## config.mk

```make
export PLATFORM = sky130hd
export DESIGN_NAME = irq_entry_seq
export DESIGN_NICKNAME = d
export VERILOG_FILES = /design/src/rtl/irq_entry_seq.sv
export SDC_FILE = /design/constraint.sdc
export NUM_CORES = 1
export LEC_CHECK = 0
export BUFFER_PORTS_ARGS = -buffer_cell sky130_fd_sc_hd__buf_2
export CAP_MARGIN = 15
export CORE_UTILIZATION = 34
export DETAILED_ROUTE_END_ITERATION = 16
export PLACE_DENSITY = 0.64
export SLEW_MARGIN = 20
export SYNTH_ARGS = -nofsm -noshare
export SYNTH_HDL_FRONTEND = slang
export SYNTH_SLANG_ARGS = --single-unit
```

## constraint.sdc

```tcl
create_clock -name clk -period 3.16 [get_ports clk]
set_clock_uncertainty 0.15 [all_clocks]
set_input_delay 0.158 -clock clk [delete_from_list [all_inputs] [get_ports clk]]
set_output_delay 0.158 -clock clk [all_outputs]
set_load 0.05 [all_outputs]
```

## src/rtl/irq_entry_seq.sv

```systemverilog
module irq_entry_seq #(
  parameter int NSRC      = 8,
  parameter int PCW       = 22,
  parameter int SPW       = 16,
  parameter int RET_BYTES = 3,
  parameter bit LONG_JMP  = 1'b1
) (
  input  logic            clk,
  input  logic            rst_n,
  input  logic            rst_req,
  input  logic [NSRC-1:0] irq_set,
  input  logic            gie,
  input  logic            skip_pend,
  input  logic [PCW-1:0]  pc_cur,
  input  logic [SPW-1:0]  sp,
  output logic            sp_dec,
  output logic            mem_we,
  output logic [SPW-1:0]  mem_addr,
  output logic [7:0]      mem_wdata,
  output logic            pc_load,
  output logic [PCW-1:0]  pc_new,
  output logic            gie_clr,
  output logic            irq_req,
  output logic            busy
);
  localparam int VW = $clog2(NSRC + 1);
  localparam int CW = (RET_BYTES > 1) ? $clog2(RET_BYTES) : 1;
  localparam int SH = LONG_JMP ? 1 : 0;

  typedef enum logic [1:0] {S_IDLE, S_PUSH, S_LOAD} state_t;

  state_t          state;
  logic [CW-1:0]   cnt;
  logic [23:0]     ret;
  logic [VW-1:0]   vec;
  logic [NSRC-1:0] pend;
  logic            rst_pend;
  logic [VW-1:0]   lo_idx;
  logic            take;

  always_comb begin
    lo_idx = '0;
    for (int i = NSRC - 1; i >= 0; i--)
      if (pend[i]) lo_idx = VW'(i);
  end

  assign take = (state == S_IDLE) && gie && !skip_pend && (rst_pend || (|pend));

  always_ff @(posedge clk) begin
    if (!rst_n) begin
      state    <= S_IDLE;
      cnt      <= '0;
      ret      <= '0;
      vec      <= '0;
      pend     <= '0;
      rst_pend <= 1'b0;
    end else begin
      rst_pend <= rst_req | (rst_pend & ~take);
      if (take && !rst_pend) pend <= (pend & (pend - 1'b1)) | irq_set;
      else                   pend <= pend | irq_set;
      case (state)
        S_IDLE: if (take) begin
          state <= S_PUSH;
          cnt   <= '0;
          ret   <= 24'(pc_cur);
          vec   <= rst_pend ? '0 : lo_idx + VW'(1);
        end
        S_PUSH: begin
          if (cnt == CW'(RET_BYTES - 1)) state <= S_LOAD;
          cnt <= cnt + CW'(1);
        end
        default: state <= S_IDLE;
      endcase
    end
  end

  assign mem_we    = (state == S_PUSH);
  assign sp_dec    = mem_we;
  assign mem_addr  = sp;
  assign mem_wdata = (cnt == CW'(0)) ? ret[7:0] : (cnt == CW'(1)) ? ret[15:8] : ret[23:16];
  assign pc_load   = (state == S_LOAD);
  assign gie_clr   = pc_load;
  assign pc_new    = pc_load ? (PCW'(vec) << SH) : '0;
  assign busy      = (state != S_IDLE);
  assign irq_req   = |pend;

  logic [CW:0] wcnt;
  always_ff @(posedge clk) begin
    if (!rst_n)       wcnt <= '0;
    else if (pc_load) wcnt <= '0;
    else if (mem_we)  wcnt <= wcnt + 1'b1;
  end

  p_skip_blocks_r2: assert property (@(posedge clk) disable iff (!rst_n)
    (!busy && skip_pend) |=> !busy);
  p_gie_blocks_r3: assert property (@(posedge clk) disable iff (!rst_n)
    (!busy && !gie) |=> !busy);
  p_push_count_r6: assert property (@(posedge clk) disable iff (!rst_n)
    pc_load |-> (wcnt == (CW+1)'(RET_BYTES)));
  p_load_after_push_r8: assert property (@(posedge clk) disable iff (!rst_n)
    pc_load |-> ($past(mem_we) && !mem_we && gie_clr));
  p_load_single_r8: assert property (@(posedge clk) disable iff (!rst_n)
    pc_load |=> !pc_load);
  p_clear_served_r9: assert property (@(posedge clk) disable iff (!rst_n)
    ($rose(busy) && !$past(rst_pend) && ($past(irq_set) == '0))
      |-> ($countones(pend) + 1 == $countones($past(pend))));
  p_busy_holds_r10: assert property (@(posedge clk) disable iff (!rst_n)
    (busy && !pc_load) |=> busy);
endmodule

```

; Word-level counts from Yosys, hierarchy flattened
; Cells that the tools add are included.
[totals]
register_bits = 39
in_bits = 51
out_inout_bits = 52
word_cells = 54
[op_classes]
addsub = 3
eq_ne = 6
mux = 18
n_bitwise = 6
n_reduce_logical = 15
[op_table]
columns = operator, count
row1 = two-way mux 4 bit, 7
row2 = two-way mux 8 bit, 3
row3 = bitwise OR 8 bit, 2
row4 = bitwise AND 8 bit, 1
row5 = one-hot mux 2 bit (2 select lines), 2
row6 = OR reduction 8 bit, 1
row7 = subtractor 8 x 1 -> 8 bit (second input constant), 1
row8 = two-way mux 2 bit, 3
row9 = two-way mux 3 bit, 2
row10 = AND reduction 2 bit, 3
row11 = two-way mux 5 bit, 1
row12 = adder 4 x 1 -> 4 bit (second input constant), 1
row13 = equality test 2 x 1 -> 1 bit (second input constant), 2
row14 = equality test 2 bit (second input constant), 2
row15 = logical AND 1 bit, 4
row16 = zero test 2 bit, 2
row17 = nonzero test 2 bit, 2
row18 = adder 2 x 1 -> 2 bit (second input constant), 1
row19 = zero test 1 bit, 2
row20 = != test 2 x 1 -> 1 bit (second input constant), 1
row21 = != test 2 bit (second input constant), 1
row22 = bitwise AND 1 bit, 1
row23 = logical OR 1 bit, 1
row24 = inverter 1 bit, 1
row25 = bitwise OR 1 bit, 1

; Logic depth before layout (Yosys ltp)
[depth]
word_depth = 10
depth_mapped = 7
ltp_nobuf = 7

; Worst setup path before layout
; No wires, ideal clock.
[synth_path]
kind = register -> output
from = reg cnt[1]
to = out mem_wdata[0]
arrival_ps = 2051
setup_slack_ps = 801
stages_incl_launch_ff = 6
path_cell_list = dfxtp_1 inv_1 ha_1 clkbuf_1 mux2i_1 o21ai_0
[synth_between]
elab_chain_cells = 3
[synth_lines]
columns = element, line_no
row1 = "start, declared", 33  ; logic [CW-1:0] cnt;
row2 = "start signal, assigned", 70  ; cnt <= cnt + CW'(1);
row3 = equality test 2 x 1 -> 1 bit, 80  ; assign mem_wdata = (cnt == CW'(0)) ? ret[7:0] : (cnt == CW'(1)) ? ret[15:8] : ret[23:16];
row4 = two-way mux 8 bit, 80
row5 = two-way mux 8 bit *, 80
row6 = "end, declared", 19  ; output logic [7:0] mem_wdata,
; Mark *: on every way between the ends. The rest lies on a longest branch, timed or not.

; Worst setup path after layout
[layout_path]
from = reg pend[3]
to = reg ret[21]
[layout_between]
elab_chain_cells = 4
[layout_lines]
columns = element, line_no
row1 = "start, declared", 36  ; logic [NSRC-1:0] pend;
row2 = "start signal, assigned", 59  ; if (take && !rst_pend) pend <= (pend & (pend - 1'b1)) | irq_set;
row3 = "start signal, assigned", 60  ; else pend <= pend | irq_set;
row4 = OR reduction 8 bit, 47  ; assign take = (state == S_IDLE) && gie && !skip_pend && (rst_pend || (|pend));
row5 = logical OR 1 bit, 47
row6 = logical AND 1 bit, 47
row7 = AND reduction 2 bit (no line), n/a
row8 = "end signal, assigned", 65  ; ret <= 24'(pc_cur);
row9 = "end, declared", 34  ; logic [23:0] ret;
; No other way between the ends.
; A chain may end at the register's enable or synchronous reset.

==> summary.txt <==
Outcome
  – Status: completed

Layout
  – Area delta synth->final: 26.1%
  – Nets: 373
  – N_diodes: 0
  – Final std cells w/o fill: 391
  – Share of post-route cells with drive strength above 1: about a fifth

Min path
  – Worst Hold Depth: 3
  – Hold WC Path Type: input pin to flip-flop

Worst setup path
  – Critical path launch point type: flip-flop
  – R2R depth: 5
  – Crit end category: flip-flop
  – CP max FO: 38
  – Crit path kind: flip-flop to flip-flop
  – Worst path arrival time: 2.21 ns
  – Critical path required time: 3.22 ns

Route
  – Antenna Nets Post-Route: 0
  – Final WL: 4430 um
  – Via-to-Cell Ratio: 4.59
  – Avg WL per Cell: 11.3 um
  – DRC: 0
  – Vias: 1,796
  – Total iterations of the first detailed-routing run: 4
  – DRT iter0 DRCs: 72

Pwr
  – Clock share of power: 33.9%
  – Pwr dens: approximately 470 nW/um2
  – Reg power frac: 44.3%
  – Leak pwr: 1.13 nW
  – Sw Share: 30.7%
  – Final Power: around 0.0012 W
  – Comb power frac: 21.7%
  – Maximum VDD drop: between 200 and 250 uV
  – Internal power: 0.000848 W
  – Psw: 0.000375 W

Floorplanning
  – Die Width: 79.7 um
  – Core Region: 5680 um2
  – Die Span Y: roughly 80 um
  – Die Area: approximately 6400 um2
  – Rows: 27
  – IO Count: around 100
  – Starting Density: between 30% and 40%

Timing
  – Setup_tns: 0 ns
  – Max Slew Vio Count: 0
  – Worst-margin pin slew: 0.654 ns
  – Unrepaired setup endpoints after global routing: false
  – Clock period minus worst slack: 2.15 ns
  – Period utilization: 68.1%
  – Slew Limit Headroom: between 50% and 60%
  – Fmax: 0.464 GHz
  – Final setup viols: 0
  – Final Hold Vio Count: 0

GRT
  – GRT Total Usage: 14.4%
  – Vias in the first global route: 1,686
  – Remaining Overflow, GRT: 0
  – First-pass GRT wire length: 7160 um
  – Largest net degree at the start of global routing: 67
  – Initial antenna violation count: 0

CTS
  – Num CTS Buffers: 5
  – Clk Latency, worst-skew pair: 0.29 ns
  – Reg clk slew, reported paths: 0.07 ns
  – CTS tree: built
  – Post-cts sizing count: 0
  – CTS root buffer: clkbuf_8
  – CTS max path bufs: 2
  – Post-CTS setup buffers: 0
  – H-tree levels: 2
  – CTS sink cnt: 39

Synthesis
  – Mapped Area: 2050 um2
  – Async SR Flop Fraction: 0%
  – Synth Area in Simple Gates: roughly a quarter
  – Main combinational cell family by area after synthesis: simple AND/OR/NAND/NOR gates
  – Synth Area per Inst: 7.90 um2
  – Compound-Gate Fraction of Synth Area: between 10% and 20%
  – Main flop type after synthesis: dfxtp_1
  – Number of synthesized flops with an enable pin: 0
  – Syn Inst Count: between 200 and 300
  – Ys Warns: 0
  – Synth Area in XOR/XNOR: 0%
  – Seq/Total Area, Yosys: between 30% and 40%
  – Mux cell area share after synthesis: 2.93%
  – Yosys cell types: 34
  – Post-Synth Adder-Cell Area: 2.44%
  – Seq cells post-synth: 39

Placed design
  – Placed instance count: 352
  – Dpl hpwl: 2890 um
  – Port-buffer cells: 52
  – Final estimated routing congestion in global placement: 0.802

Job
  – Number of max-cap violations: 0
final timing paths:
path / to / slack [ns] / startpoint
max: ret[21]$_SDFFE_PN0P_ / 1.01 / pend[3]$_SDFF_PN0_
min: pend[3]$_SDFF_PN0_ / 0.03 / irq_set[3]
max reg2reg: ret[21]$_SDFFE_PN0P_ / 1.01 / pend[3]$_SDFF_PN0_
min reg2reg: ret[15]$_SDFFE_PN0P_ / 0.32 / ret[15]$_SDFFE_PN0P_
what timing repair did:
action / CTS / global route
hold buffers: 30 / 0
endpoints found under the hold margin: 30 / 0
endpoints found under the setup margin: 0 / 0
cell usage after synthesis, types with 3 or more instances:
cell      number  area, um2
inv_1          5       18.8
o21ai_0       41        205
nor2_1         7       26.3
clkbuf_1       8       30.0
nand2_1       37        139
o21a_1         3       22.5
buf_4         37        278
a21oi_1        8       40.0
buf_2          3       15.0
nand3_1       28        140
mux2i_1        6       60.1
ha_1           4       50.1
and2_1         6       37.5
dfxtp_1       39        781
nor2b_1        5       31.3
nor3_1         3       15.0
per-stage QoR:
stage / utilization [%] / instance area (um2) / hold slack, ns / setup slack, ns
floorplan: - / 2120 / 0.117 / 0.801
detailed placement: 38.0 / 2160 / 0.166 / 0.973
CTS: 45.3 / 2570 / 0.0279 / 0.944
finish: 45.6 / 2590 / 0.0255 / 1.01
global route: 45.6 / 2590 / 0.0340 / 0.840
global placement: 38.0 / 2160 / 0.166 / 1.00
sequential cells by signal, summed over array words and instances (netlist names):
name,cells
cnt,2
ret,22
state,2
pend,8
rst_pend,1
vec,4
worst max-delay path, stage by stage (launching register included):
cell     delay (ns)
dfxtp_1        0.34
or4_4          0.59
o31ai_4        0.57
buf_12         0.26
nand3_1        0.08
o21ai_0        0.09
power groups by stage:
stage	clock, W	sequential (W)	combinational (W)
after detailed placement	0	0.000554	0.000236
after floorplan	0	0.000548	0.000258
final	0.000415	0.000542	0.000266
after global placement	0	0.000553	0.000235
after CTS	0.000429	0.000542	0.000265
after global routing	0.000445	0.000547	0.000292
layer usage:
layer / GRT usage, % / wire (um) / vias up
li1: - / - / 941
met1: 15.5 / 1880 / 788
met2: 25.5 / 2230 / 49
met3: 3.43 / 195 / 18
met4: 8.18 / 125 / 0
met5: 0 / 0 / -
cells in the final DEF, fill, tap and decap left out, types with 4 or more instances in the layout:
cell type,synthesis,routed
nor2_1,7,7
dfxtp_1,39,39
ha_1,4,4
o21ai_0,41,41
buf_2,3,52
nand3_1,28,28
nor2b_1,5,5
conb_1,1,18
and2_1,6,6
nand2_1,37,37
clkbuf_8,0,5
mux2i_1,6,6
inv_1,5,5
a21oi_1,8,8
dlygate4sd3_1,0,30
area by class of cell:
cell class                 count  area, um2
timing repair buffer          84        601
clock buffer                   5       68.8
tap                           72       90.1
clock inverter                 3       43.8
fill                         559       3090
inverter                       5       18.8
multi-input combinational    183        986
sequential                    39        781
logic make-up after synthesis:
logic type,after synthesis
multiplexers,6
other,1
buffers and inverters,55
AND/OR/NAND/NOR,97
flip-flops,39
adder cells (fa/ha/maj),4
AO/OA/AOI/OAI,58
(Power assumes the default switching activity.)
